$ cat src/rtl/hidrpt_pkg.sv
// Package hidrpt_pkg: shared sizes and the sequencer state type.
// Assumes a report is one button byte plus one byte per writable register.
package hidrpt_pkg;
    localparam int unsigned BYTE_W   = 8;
    localparam int unsigned ADDR_W   = 2;
    localparam int unsigned RPT_LEN  = 1 << ADDR_W;
    localparam int unsigned IDX_W    = ADDR_W;

    typedef enum logic {
        SEQ_IDLE = 1'b0,
        SEQ_SEND = 1'b1
    } seq_state_e;
endpackage

$ cat src/rtl/hidrpt_btn_watch.sv
// Module hidrpt_btn_watch: registers the button word and flags a change.
// Assumes btn_i is already synchronous to clk and debounced upstream.
// chg_o is high for one cycle after each sampled change of the word.
module hidrpt_btn_watch #(
    parameter int unsigned W = 8
) (
    input  logic         clk,
    input  logic         rst_n,
    input  logic [W-1:0] btn_i,
    output logic [W-1:0] btn_q_o,
    output logic         chg_o
);
    logic [W-1:0] btn_q;
    logic [W-1:0] btn_prev;

    // Sample the buttons and keep the previous sample for edge detection.
    always_ff @(posedge clk) begin
        if (!rst_n) begin
            btn_q    <= '0;
            btn_prev <= '0;
        end else begin
            btn_q    <= btn_i;
            btn_prev <= btn_q;
        end
    end

    assign btn_q_o = btn_q;
    assign chg_o   = (btn_q != btn_prev);
endmodule

$ cat src/rtl/hidrpt_regfile.sv
// Module hidrpt_regfile: the writable report registers 1..N-1.
// Address 0 is the button word and is read-only, so writes to it are dropped.
// Every accepted write raises wr_trig_o in the same cycle.
module hidrpt_regfile #(
    parameter int unsigned W  = 8,
    parameter int unsigned AW = 2
) (
    input  logic                    clk,
    input  logic                    rst_n,
    input  logic                    wr_i,
    input  logic [AW-1:0]           addr_i,
    input  logic [W-1:0]            wdata_i,
    output logic [((1<<AW)-1)*W-1:0] regs_o,
    output logic                    wr_trig_o
);
    localparam int unsigned NREG = (1 << AW) - 1;

    for (genvar g = 0; g < NREG; g++) begin : g_reg
        logic [W-1:0] val;
        // Store one register when its own address is written.
        always_ff @(posedge clk) begin
            if (!rst_n)
                val <= '0;
            else if (wr_i && (addr_i == AW'(g + 1)))
                val <= wdata_i;
        end
        assign regs_o[g*W +: W] = val;
    end

    assign wr_trig_o = wr_i && (addr_i != '0);
endmodule

$ cat src/rtl/hidrpt_serializer.sv
// Module hidrpt_serializer: snapshots a report and streams it byte by byte.
// Assumes trig_i pulses on any event; it is registered once, so the snapshot
// sees register writes made in the trigger cycle. Triggers arriving mid-report
// merge into a single pending follow-up report.
module hidrpt_serializer
    import hidrpt_pkg::*;
#(
    parameter int unsigned W = 8,
    parameter int unsigned N = 4
) (
    input  logic           clk,
    input  logic           rst_n,
    input  logic           trig_i,
    input  logic [N*W-1:0] rpt_i,
    output logic           up_valid_o,
    input  logic           up_ready_i,
    output logic [W-1:0]   up_data_o,
    output logic           up_last_o
);
    localparam int unsigned CW = $clog2(N);
    localparam logic [CW-1:0] LAST_IDX = CW'(N - 1);

    seq_state_e     state;
    logic [N*W-1:0] snap;
    logic [CW-1:0]  cnt;
    logic           trig_q;
    logic           pend;
    logic           fin;

    assign fin = (state == SEQ_SEND) && up_ready_i && (cnt == LAST_IDX);

    // Delay the trigger by one cycle so writes have landed before the snapshot.
    always_ff @(posedge clk) begin
        if (!rst_n) trig_q <= 1'b0;
        else        trig_q <= trig_i;
    end

    // Sequencer: start, advance on handshake, reload or go idle after the last byte.
    always_ff @(posedge clk) begin
        if (!rst_n) begin
            state <= SEQ_IDLE;
            snap  <= '0;
            cnt   <= '0;
            pend  <= 1'b0;
        end else if (state == SEQ_IDLE) begin
            if (trig_q || pend) begin
                snap  <= rpt_i;
                cnt   <= '0;
                pend  <= 1'b0;
                state <= SEQ_SEND;
            end
        end else if (fin) begin
            if (trig_q || pend) begin
                snap <= rpt_i;
                cnt  <= '0;
                pend <= 1'b0;
            end else begin
                state <= SEQ_IDLE;
            end
        end else begin
            if (up_ready_i) cnt <= cnt + 1'b1;
            if (trig_q)     pend <= 1'b1;
        end
    end

    assign up_valid_o = (state == SEQ_SEND);
    assign up_data_o  = snap[cnt*W +: W];
    assign up_last_o  = (state == SEQ_SEND) && (cnt == LAST_IDX);

    AST_HOLD_BYTE: assert property (@(posedge clk) disable iff (!rst_n)
        (up_valid_o && !up_ready_i) |=> (up_valid_o && $stable(up_data_o)));
    AST_TRIG_STARTS: assert property (@(posedge clk) disable iff (!rst_n)
        (!up_valid_o && trig_q) |=> up_valid_o);
    AST_PEND_ONLY_BUSY: assert property (@(posedge clk) disable iff (!rst_n)
        pend |-> up_valid_o);
    AST_LAST_CLOSES: assert property (@(posedge clk) disable iff (!rst_n)
        (up_last_o && up_ready_i && !trig_q && !pend) |=> !up_valid_o);
endmodule

$ cat src/rtl/hidrpt_mailbox.sv
// Module hidrpt_mailbox: holds one host byte and flags it to the microcontroller.
// A host byte and a read in the same cycle keep the flag set (arrival wins).
module hidrpt_mailbox #(
    parameter int unsigned W = 8
) (
    input  logic         clk,
    input  logic         rst_n,
    input  logic         dn_valid_i,
    input  logic [W-1:0] dn_data_i,
    input  logic         rd_i,
    output logic [W-1:0] data_o,
    output logic         irq_o
);
    // Capture the host byte and manage the interrupt level.
    always_ff @(posedge clk) begin
        if (!rst_n) begin
            data_o <= '0;
            irq_o  <= 1'b0;
        end else if (dn_valid_i) begin
            data_o <= dn_data_i;
            irq_o  <= 1'b1;
        end else if (rd_i) begin
            irq_o  <= 1'b0;
        end
    end

    AST_IRQ_SET: assert property (@(posedge clk) disable iff (!rst_n)
        dn_valid_i |=> irq_o);
    AST_IRQ_CLR: assert property (@(posedge clk) disable iff (!rst_n)
        (rd_i && !dn_valid_i) |=> !irq_o);
    AST_DATA_KEEP: assert property (@(posedge clk) disable iff (!rst_n)
        !dn_valid_i |=> $stable(data_o));
endmodule

$ cat src/rtl/hidrpt_seq_top.sv
// Module hidrpt_seq_top: report event sequencer with a downstream mailbox.
// Assumes all inputs are synchronous to clk. Upstream bytes use valid/ready.
module hidrpt_seq_top
    import hidrpt_pkg::*;
(
    input  logic              clk,
    input  logic              rst_n,
    input  logic [BYTE_W-1:0] btn_i,
    input  logic              mcu_wr_i,
    input  logic [ADDR_W-1:0] mcu_addr_i,
    input  logic [BYTE_W-1:0] mcu_wdata_i,
    output logic              up_valid_o,
    input  logic              up_ready_i,
    output logic [BYTE_W-1:0] up_data_o,
    output logic              up_last_o,
    input  logic              dn_valid_i,
    input  logic [BYTE_W-1:0] dn_data_i,
    input  logic              mbx_rd_i,
    output logic [BYTE_W-1:0] mbx_data_o,
    output logic              mbx_irq_o
);
    logic [BYTE_W-1:0]               btn_q;
    logic                            btn_chg;
    logic [(RPT_LEN-1)*BYTE_W-1:0]   regs;
    logic                            wr_trig;
    logic [RPT_LEN*BYTE_W-1:0]       rpt_vec;

    hidrpt_btn_watch #(.W(BYTE_W)) u_btn (
        .clk(clk), .rst_n(rst_n), .btn_i(btn_i),
        .btn_q_o(btn_q), .chg_o(btn_chg)
    );

    hidrpt_regfile #(.W(BYTE_W), .AW(ADDR_W)) u_regs (
        .clk(clk), .rst_n(rst_n), .wr_i(mcu_wr_i), .addr_i(mcu_addr_i),
        .wdata_i(mcu_wdata_i), .regs_o(regs), .wr_trig_o(wr_trig)
    );

    assign rpt_vec = {regs, btn_q};

    hidrpt_serializer #(.W(BYTE_W), .N(RPT_LEN)) u_ser (
        .clk(clk), .rst_n(rst_n), .trig_i(btn_chg | wr_trig), .rpt_i(rpt_vec),
        .up_valid_o(up_valid_o), .up_ready_i(up_ready_i),
        .up_data_o(up_data_o), .up_last_o(up_last_o)
    );

    hidrpt_mailbox #(.W(BYTE_W)) u_mbx (
        .clk(clk), .rst_n(rst_n), .dn_valid_i(dn_valid_i), .dn_data_i(dn_data_i),
        .rd_i(mbx_rd_i), .data_o(mbx_data_o), .irq_o(mbx_irq_o)
    );

    AST_ADDR0_QUIET: assert property (@(posedge clk) disable iff (!rst_n)
        (mcu_wr_i && mcu_addr_i == '0) |=> $stable(regs));
endmodule

$ cat config.mk
export PLATFORM = sky130hd
export DESIGN_NAME = hidrpt_seq_top
export DESIGN_NICKNAME = d
export VERILOG_FILES = /design/src/rtl/hidrpt_pkg.sv /design/src/rtl/hidrpt_btn_watch.sv /design/src/rtl/hidrpt_regfile.sv /design/src/rtl/hidrpt_serializer.sv /design/src/rtl/hidrpt_mailbox.sv /design/src/rtl/hidrpt_seq_top.sv
export SDC_FILE = /design/constraint.sdc
export NUM_CORES = 1
export LEC_CHECK = 0
export ABC_AREA = 1
export BUFFER_PORTS_ARGS = -buffer_cell sky130_fd_sc_hd__buf_2
export CORE_MARGIN = 1.5
export CORE_UTILIZATION = 45
export CTS_CLUSTER_DIAMETER = 150
export DETAILED_ROUTE_END_ITERATION = 10
export HOLD_SLACK_MARGIN = 0.12
export MAX_ROUTING_LAYER = met4
export PLACE_DENSITY = 0.71
export SYNTH_ARGS = -nofsm -noshare
export SYNTH_HDL_FRONTEND = slang
export SYNTH_SLANG_ARGS = --single-unit
$ cat constraint.sdc
create_clock -name clk -period 1.83 [get_ports clk]
set_clock_uncertainty 0.05 [all_clocks]
set_input_delay 0.0915 -clock clk [delete_from_list [all_inputs] [get_ports clk]]
set_output_delay 0.0915 -clock clk [all_outputs]
set_load 0.05 [all_outputs]
==> results of run 1 <==
[power by group through the flow]
| stage | Combinational (mW) | Sequential, mW | Clock (mW) |
|---|---|---|---|
| after floorplan | 0.459 | 2.14 | 0 |
| after global placement | 0.645 | 2.11 | 0 |
| after detailed placement | 0.659 | 2.11 | 0 |
| after CTS | 0.731 | 2.07 | 1.25 |
| after global routing | 0.826 | 2.09 | 1.33 |
| final | 0.753 | 2.07 | 1.22 |
[synthesized netlist by cell type (all sizes together)]
library cell	n	area share
clkbuf	7	0.0076
buf	13	0.033
a31oi	1	0.0018
nor2	58	0.063
ha	1	0.0036
nand2	61	0.069
o21ai	65	0.10
xnor2	2	0.0050
a21oi	67	0.13
clkinv	1	0.0011
dfxtp	86	0.50
inv	69	0.075
nand3	13	0.019
nor3	1	0.0014
[cells by family after synthesis]
logic type / Yosys count / synth area share
XOR/XNOR: 2 / 0.00504
AND/OR/NAND/NOR: 133 / 0.152
adder cells (fa/ha/maj): 1 / 0.00360
flip-flops: 86 / 0.495
buffers and inverters: 90 / 0.116
AO/OA/AOI/OAI: 133 / 0.228
[layer usage]
metal | vias up | GRT usage | wire length, um
met2 | 85 | 0.326 | 3750
li1 | 1590 | - | -
met5 | - | - | 0
met1 | 1390 | 0.265 | 3890
met4 | 0 | 0.0729 | 139
met3 | 18 | 0.0404 | 404
[per-stage QoR]
| stage | worst slack, ns | instances | cell area (um2) | power [mW] |
|---|---|---|---|---|
| after floorplan | 0.0394 | 445 | 3470 | 2.60 |
| after global placement | 0.321 | 583 | 3810 | 2.76 |
| after detailed placement | 0.288 | 583 | 3810 | 2.77 |
| after CTS | 0.0102 | 634 | 4370 | 4.05 |
| after global routing | 0.0131 | 637 | 4420 | 4.24 |
| final | 0.0910 | 637 | 4420 | 4.05 |
[final cells by class]
| class | count | share of cell area |
|---|---|---|
| repair buffers | 97 | 0.174 |
| well taps | 99 | 0.0280 |
| inverters | 70 | 0.0602 |
| clock inverters | 3 | 0.00424 |
| multi-input cells | 269 | 0.305 |
| repair inverters | 1 | 0.00170 |
| clock buffers | 12 | 0.0373 |
| flip-flops and latches | 86 | 0.389 |
[state kept, by name, indices dropped and copies added, names as in the netlist, 2 cells and up]
name	cells
u_mbx.data_o	8
u_regs.g.val	24
u_ser.cnt	2
u_btn.btn_q_o	8
u_btn.btn_prev	8
u_ser.snap	32
[what timing repair did]
item,CTS,global route
cloned,0,2
buffers inserted,0,1
endpoints found under the hold margin,46,0
endpoints found under the setup margin,4,16
hold buffers,36,0
gates resized for setup,5,7
[worst paths after layout]
check | end | depth (start not counted) | startpoint
max | up_data_o[1] | 6 | u_ser.cnt[0]
min | u_mbx.irq_o | 3 | dn_valid_i
max reg2reg | u_ser.snap[31] | 7 | u_ser.cnt[0]
min reg2reg | u_ser.snap[13] | 2 | u_ser.snap[13]
[worst max-delay path: cells and delay by family (launching register included)]
kind / cells / cell delay (ns)
AOI/OAI and AO/OA: 3 / 0.37
buffers and inverters: 3 / 0.49
DFF: 1 / 0.39
==> flow_metrics.tcl, run 1 <==
set metrics [dict create \
    final_common_cell "dfxtp_1" \
    grtUsageTotal 0.207 \
    required_ns 1.69 \
    power.switching_mw 1.18 \
    syn_nets 478 \
    yosys_warnings 0 \
    syn_area_mm2 0.00347 \
    worst_slew_margin_rel 0.652 \
    pwr-share-comb 0.186 \
    switching_share 0.290 \
    hold_ws_ns 0.156 \
    initial_utilization 0.471 \
    final_cell_mix "85 x dfxtp_1, 66 x inv_1, 59 x nand2_1" \
    r2r_slack_ns 0.28 \
    max_stage_delay_ns 0.39 \
    ir_worst_vdd_mv 0.518 \
    hold_viol_final 0 \
    critPathKind "reg -> out" \
    postSynthCellCount 445 \
    crit_path_top_delay_cell "dfxtp_1" \
    path_common_cell "a21oi_1" \
    firstDrtPassIters 4 \
    cts_htree_levels 3 \
    ant_nets 0 \
    crit_fanout 7 \
    drv_cap 0 \
    dp_hpwl_um 5100 \
    io_pins 51 \
    rsz0062_at_grt "false" \
    cts_tree "yes" \
    finalSetupViolCount 0 \
    synth_seq_cells 86 \
    grt_start_max_net_pins 55 \
    synth.avg_cell_area_um2 7.81 \
    n_antenna_cell 0 \
    synth_sequential_area_ratio 0.495 \
    fillCellCount 680 \
    seq_area_mm2 0.00172 \
    routed_wl_um 8190 \
    synth_cell_type_count 26 \
    port_buffers 50 \
    clkPwrFrac 0.302 \
    cp-start-kind "flip-flop" \
    dieArea_mm2 0.00826 \
    antenna_found_initial 0 \
    clkSinkCount 86 \
    finalCritPeriodShare 0.950 \
    drtIter0Drc 149 \
    hold_class "in -> reg" \
    seqPwrFrac 0.512 \
    root_buffer "clkbuf_8" \
    worstMarginPinSlew_ns 0.520 \
    multi_input_area_mm2 0.00135 \
    fmax_ghz 0.575 \
    pwr_density_cell_mw_per_mm2 915 \
    end_kind "primary output" \
    cp.arrival_ns 1.60 \
    finalCriticalPeriod_ns 1.74 \
    maxSlewViolCount 0 \
    rows 31 \
    status "finished clean" \
    p_leak_nw 2.01 \
    grt.overflow.total 0 \
    final_util 0.600 \
    core_mm2 0.00737 \
    gp_congestion 0.848 \
    syn_to_final_growth_pct 27.3 \
    cts_buffer_depth 2 \
    first_global_vias 2942 \
    tns_ns 0 \
    clk_pin_slew_ns 0.08 \
    grt_pass1_wl_um 13400 \
    cts_buffers 9 \
    die_h_um 90.9 \
    drc 0 \
    path_cells "inv_2 -> buf_4 -> o21ai_0 -> a21oi_1 -> a21oi_1 -> clkbuf_4" \
    drive_above_1_share 0.214 \
    nets 567 \
    clk_latency_ns 0.34 \
    cell_internal_pwr_mw 2.87 \
    avgViaCountPerCell 4.84 \
    vias 3083 \
    fp.dieW_um 90.9 \
    drt-wirelength-per-cell_um 12.9 \
]
Note: power is estimated with default switching activity, not from simulation.
==> run 2, diff against run 1 <==
--- a/config.mk
+++ b/config.mk
@@ -9,10 +9,10 @@
 export BUFFER_PORTS_ARGS = -buffer_cell sky130_fd_sc_hd__buf_2
 export CORE_MARGIN = 1.5
 export CORE_UTILIZATION = 45
+export CTS_BUF_LIST = sky130_fd_sc_hd__clkbuf_8
 export CTS_CLUSTER_DIAMETER = 150
 export DETAILED_ROUTE_END_ITERATION = 10
 export HOLD_SLACK_MARGIN = 0.12
-export MAX_ROUTING_LAYER = met4
 export PLACE_DENSITY = 0.71
 export SYNTH_ARGS = -nofsm -noshare
 export SYNTH_HDL_FRONTEND = slang
==> flow_metrics.tcl, run 2 (synthesis results as in run 1) <==
set metrics [dict create \
    dp_slack_ns 0.288 \
    dp_hpwl_um 5100 \
    vias 3097 \
    fp.dieW_um 90.9 \
    avgViaCountPerCell 4.86 \
    cts_htree_levels 3 \
    cts_tree "yes" \
    nets 567 \
    p_leak_nw 2.01 \
    rows 31 \
    drtIter0Drc 133 \
    end_kind "primary output" \
    root_buffer "clkbuf_8" \
    worstReg2RegEnd "u_ser.snap[31]" \
    grt_pass1_wl_um 13400 \
    n_antenna_cell 0 \
    ir_worst_vdd_mv 0.516 \
    crit_path_top_delay_cell "dfxtp_1" \
    clk_latency_ns 0.34 \
    clk_pin_slew_ns 0.08 \
    finalCritPeriodShare 0.946 \
    core_mm2 0.00737 \
    p_total_mw 4.04 \
    max_stage_delay_ns 0.39 \
    path_cells "inv_2 -> buf_4 -> o21ai_0 -> a21oi_1 -> a21oi_1 -> clkbuf_4" \
    critPathKind "reg -> out" \
    io_pins 51 \
    hold_viol_final 0 \
    grt.overflow.total 0 \
    crit_fanout 7 \
    hold_ws_ns 0.157 \
    final_cell_mix "85 x dfxtp_1, 66 x inv_1, 59 x nand2_1" \
    min_from "dn_valid_i" \
    cts_buffers 9 \
    cts_buffer_depth 2 \
    tns_ns 0 \
    ant_nets 0 \
    fmax_ghz 0.578 \
    reg.largest.list "u_ser.snap (32), u_regs.g.val (24)" \
    die_h_um 90.9 \
    hold_class "in -> reg" \
    cp.arrival_ns 1.59 \
    crit_start "u_ser.cnt[0]" \
    worstMarginPinSlew_ns 0.521 \
    largest_register "u_ser.snap" \
    drive_above_1_share 0.214 \
    pwr_density_cell_mw_per_mm2 914 \
    rsz0062_at_grt "false" \
    grtUsageTotal 0.202 \
    drt-wirelength-per-cell_um 12.8 \
    r2r_slack_ns 0.28 \
    path_common_cell "a21oi_1" \
    antenna_found_initial 0 \
    critPathCapture "up_data_o[1]" \
    maxSlewViolCount 0 \
    grt_start_max_net_pins 55 \
    port_buffers 50 \
    routed_wl_um 8170 \
    gp_congestion 0.835 \
    worstReg2RegStart "u_ser.cnt[0]" \
    drv_cap 0 \
    final_common_cell "dfxtp_1" \
    cp-start-kind "flip-flop" \
    drc 0 \
    clkSinkCount 86 \
    first_global_vias 2945 \
    required_ns 1.69 \
    syn_to_final_growth_pct 27.3 \
    reg2reg_depth 7 \
    initial_utilization 0.471 \
    layout_setup_ws_ns 0.0997 \
    dieArea_mm2 0.00826 \
    worst_slew_margin_rel 0.651 \
    finalCriticalPeriod_ns 1.73 \
    largest_reg_flops 32 \
    finalSetupViolCount 0 \
    firstDrtPassIters 4 \
    status "finished clean" \
]
==> run 2: cell counts in the layout (fill, tap and decap cells not counted) <==
No cell type changed its count.
==> run 2: report_power, final <==
part,leakage (nW),internal (mW),switching (mW)
clock network,0.0982,0.595,0.624
registers,0.709,2.00,0.0759
logic,1.20,0.281,0.471
==> run 2: metrics by stage <==
step	area, um2	util	instances
after floorplan	3470	-	445
after global placement	3810	0.517	583
after detailed placement	3810	0.517	583
after CTS	4370	0.593	634
after global routing	4420	0.600	637
final	4420	0.600	637
==> run 2: worst min path at each step <==
stage,endpoint,slack [ns],cells past startpoint
floorplan,u_btn.btn_q_o[0],0.14,2
global placement,u_btn.btn_q_o[2],0.22,3
detailed placement,u_btn.btn_q_o[6],0.23,3
CTS,u_mbx.irq_o,0.13,3
global route,u_mbx.irq_o,0.15,3
finish,u_mbx.irq_o,0.16,3
==> run 2: repair_timing <==
action | in CTS | in global routing
gates resized for setup | 5 | 7
hold buffers | 36 | 0
cloned | 0 | 2
setup buffers | 0 | 1
setup endpoints to repair | 4 | 16
endpoints found under the hold margin | 46 | 0
==> run 2: cell type report <==
type	count	area, um2
multi-input cells	269	1350
clock inverters	3	18.8
repair inverters	1	7.51
clock buffers	12	165
inverters	70	267
fillers	680	2950
well taps	99	124
flip-flops and latches	86	1720
repair buffers	97	769
==> run 2: per-layer routing <==
metal	routed length [um]	global-route usage
met1	3880	0.263
met2	3790	0.326
met3	404	0.0379
met4	96	0.0846
met5	0	0
==> run 2: worst max-delay path, delay by kind of cell (launching register included) <==
family	cells	cell delay, ns
buffers and inverters	3	0.48
flip-flops	1	0.39
AO/OA/AOI/OAI	3	0.38
==> run 3, diff against run 2 <==
==> constraint.sdc (replaced) <==
create_clock -name clk -period 2.1 [get_ports clk]
set_clock_uncertainty 0.05 [all_clocks]
set_input_delay 0.105 -clock clk [delete_from_list [all_inputs] [get_ports clk]]
set_output_delay 0.105 -clock clk [all_outputs]
set_load 0.05 [all_outputs]
==> flow_metrics.tcl, run 3 (synthesis results as in run 1) <==
set metrics [dict create \
    grt_start_max_net_pins 33 \
    rsz0062_at_grt "false" \
    critPathBufInv 3 \
    end_kind "primary output" \
    drc 0 \
    reg.largest.list "u_ser.snap (32), u_regs.g.val (24)" \
    layout_setup_ws_ns 0.0825 \
    largest_register "u_ser.snap" \
    finalCritPeriodShare 0.961 \
    maxSlewViolCount 0 \
    ant_nets 0 \
    critPathKind "reg -> out" \
    first_global_vias 2856 \
    fmax_ghz 0.496 \
    cpLargestDelayFamily "buffers and inverters" \
    worstMarginPinSlew_ns 0.868 \
    largest_reg_flops 32 \
    place_inst 580 \
    status "finished clean" \
    tns_ns 0 \
    io_pins 51 \
    gp_congestion 0.845 \
    core_mm2 0.00737 \
    worst_slew_margin_rel 0.419 \
    nets 568 \
    dp_slack_ns 0.365 \
    cts_buffer_depth 2 \
    finalCriticalPeriod_ns 2.02 \
    cts_htree_levels 3 \
    path_common_cell "a21oi_1" \
    vias 3070 \
    drtIter0Drc 133 \
    final_common_cell "dfxtp_1" \
    cts_buffers 9 \
    crit_fanout 11 \
    max_stage_delay_ns 0.50 \
    avgViaCountPerCell 4.83 \
    grt_pass1_wl_um 13100 \
    grt.overflow.total 0 \
    drt-wirelength-per-cell_um 12.8 \
    p_leak_nw 1.99 \
    dieArea_mm2 0.00826 \
    hold_class "in -> reg" \
    final_cell_mix "86 x dfxtp_1, 67 x inv_1, 59 x nand2_1" \
    crit_path_top_delay_cell "dfxtp_1" \
    fp.dieW_um 90.9 \
    die_h_um 90.9 \
    drive_above_1_share 0.201 \
    routed_wl_um 8170 \
    clkSinkCount 86 \
    rows 31 \
    cp.arrival_ns 1.86 \
    required_ns 1.95 \
    grtUsageTotal 0.199 \
    finalSetupViolCount 0 \
    path_cells "clkinvlp_4 -> buf_4 -> o21ai_0 -> a21oi_1 -> a21oi_1 -> buf_2" \
    cp-start-kind "flip-flop" \
    clk_latency_ns 0.35 \
    antenna_found_initial 0 \
    r2r_slack_ns 0.24 \
    firstDrtPassIters 4 \
    root_buffer "clkbuf_8" \
    syn_to_final_growth_pct 26.4 \
    ir_worst_vdd_mv 0.480 \
    drv_cap 0 \
    dp_hpwl_um 5090 \
    n_antenna_cell 0 \
    clk_pin_slew_ns 0.08 \
    cts_tree "yes" \
    pwr_density_cell_mw_per_mm2 820 \
    hold_viol_final 0 \
    instances_no_fill 636 \
    port_buffers 50 \
    initial_utilization 0.471 \
    fillCellCount 676 \
]
-- run 3: layout make-up --
| class | instances | area [um2] | share of cell area |
|---|---|---|---|
| clock buffers | 12 | 165 | 0.0376 |
| clock inverters | 1 | 30.0 | 0.00684 |
| well taps | 99 | 124 | 0.0282 |
| repair inverters | 1 | 7.51 | 0.00171 |
| multi-input cells | 269 | 1350 | 0.307 |
| repair buffers | 98 | 726 | 0.165 |
| flip-flops and latches | 86 | 1720 | 0.392 |
| inverters | 70 | 267 | 0.0607 |
-- run 3: per-stage QoR --
stage               instance area [um2]   util  hold slack, ns  total power, mW
finish                             4390  0.596           0.162             3.60
global route                       4390  0.596           0.194             3.76
floorplan                          3470      -           0.153             2.27
detailed placement                 3770  0.511           0.240             2.40
CTS                                4360  0.592           0.153             3.60
global placement                   3770  0.511           0.237             2.39
-- run 3: final timing paths --
| path | cells after the start | startpoint | end |
|---|---|---|---|
| max reg2reg | 7 | u_ser.cnt[0] | u_ser.snap[26] |
| min | 3 | dn_valid_i | u_mbx.irq_o |
| max | 6 | u_ser.cnt[0] | up_data_o[4] |
| min reg2reg | 2 | u_ser.snap[29] | u_ser.snap[29] |
-- run 3: repair_timing --
item / in CTS / in global routing
hold buffers: 40 / 0
endpoints found under the setup margin: 0 / 5
hold endpoints to repair: 46 / 0
setup buffers: 0 / 2
resized for setup: 0 / 3
-- run 3: tightest hold or removal path, delay by kind of cell --
family | cells | cell delay (ns)
buffers and inverters | 2 | 0.32
AOI/OAI and AO/OA | 1 | 0.09
-- run 3: power by group --
group	internal [mW]	leakage (nW)	switching, mW	total (mW)
registers	1.74	0.709	0.0668	1.81
clock network	0.628	0.100	0.532	1.16
logic	0.226	1.18	0.406	0.633
-- run 3: per-layer routing --
metal  GRT usage  wire length (um)  part of all wire
met1       0.243              3810              0.47
met2       0.347              3920              0.48
met3      0.0387               295             0.036
met4      0.0742               136             0.017
met5           0                 0                 0
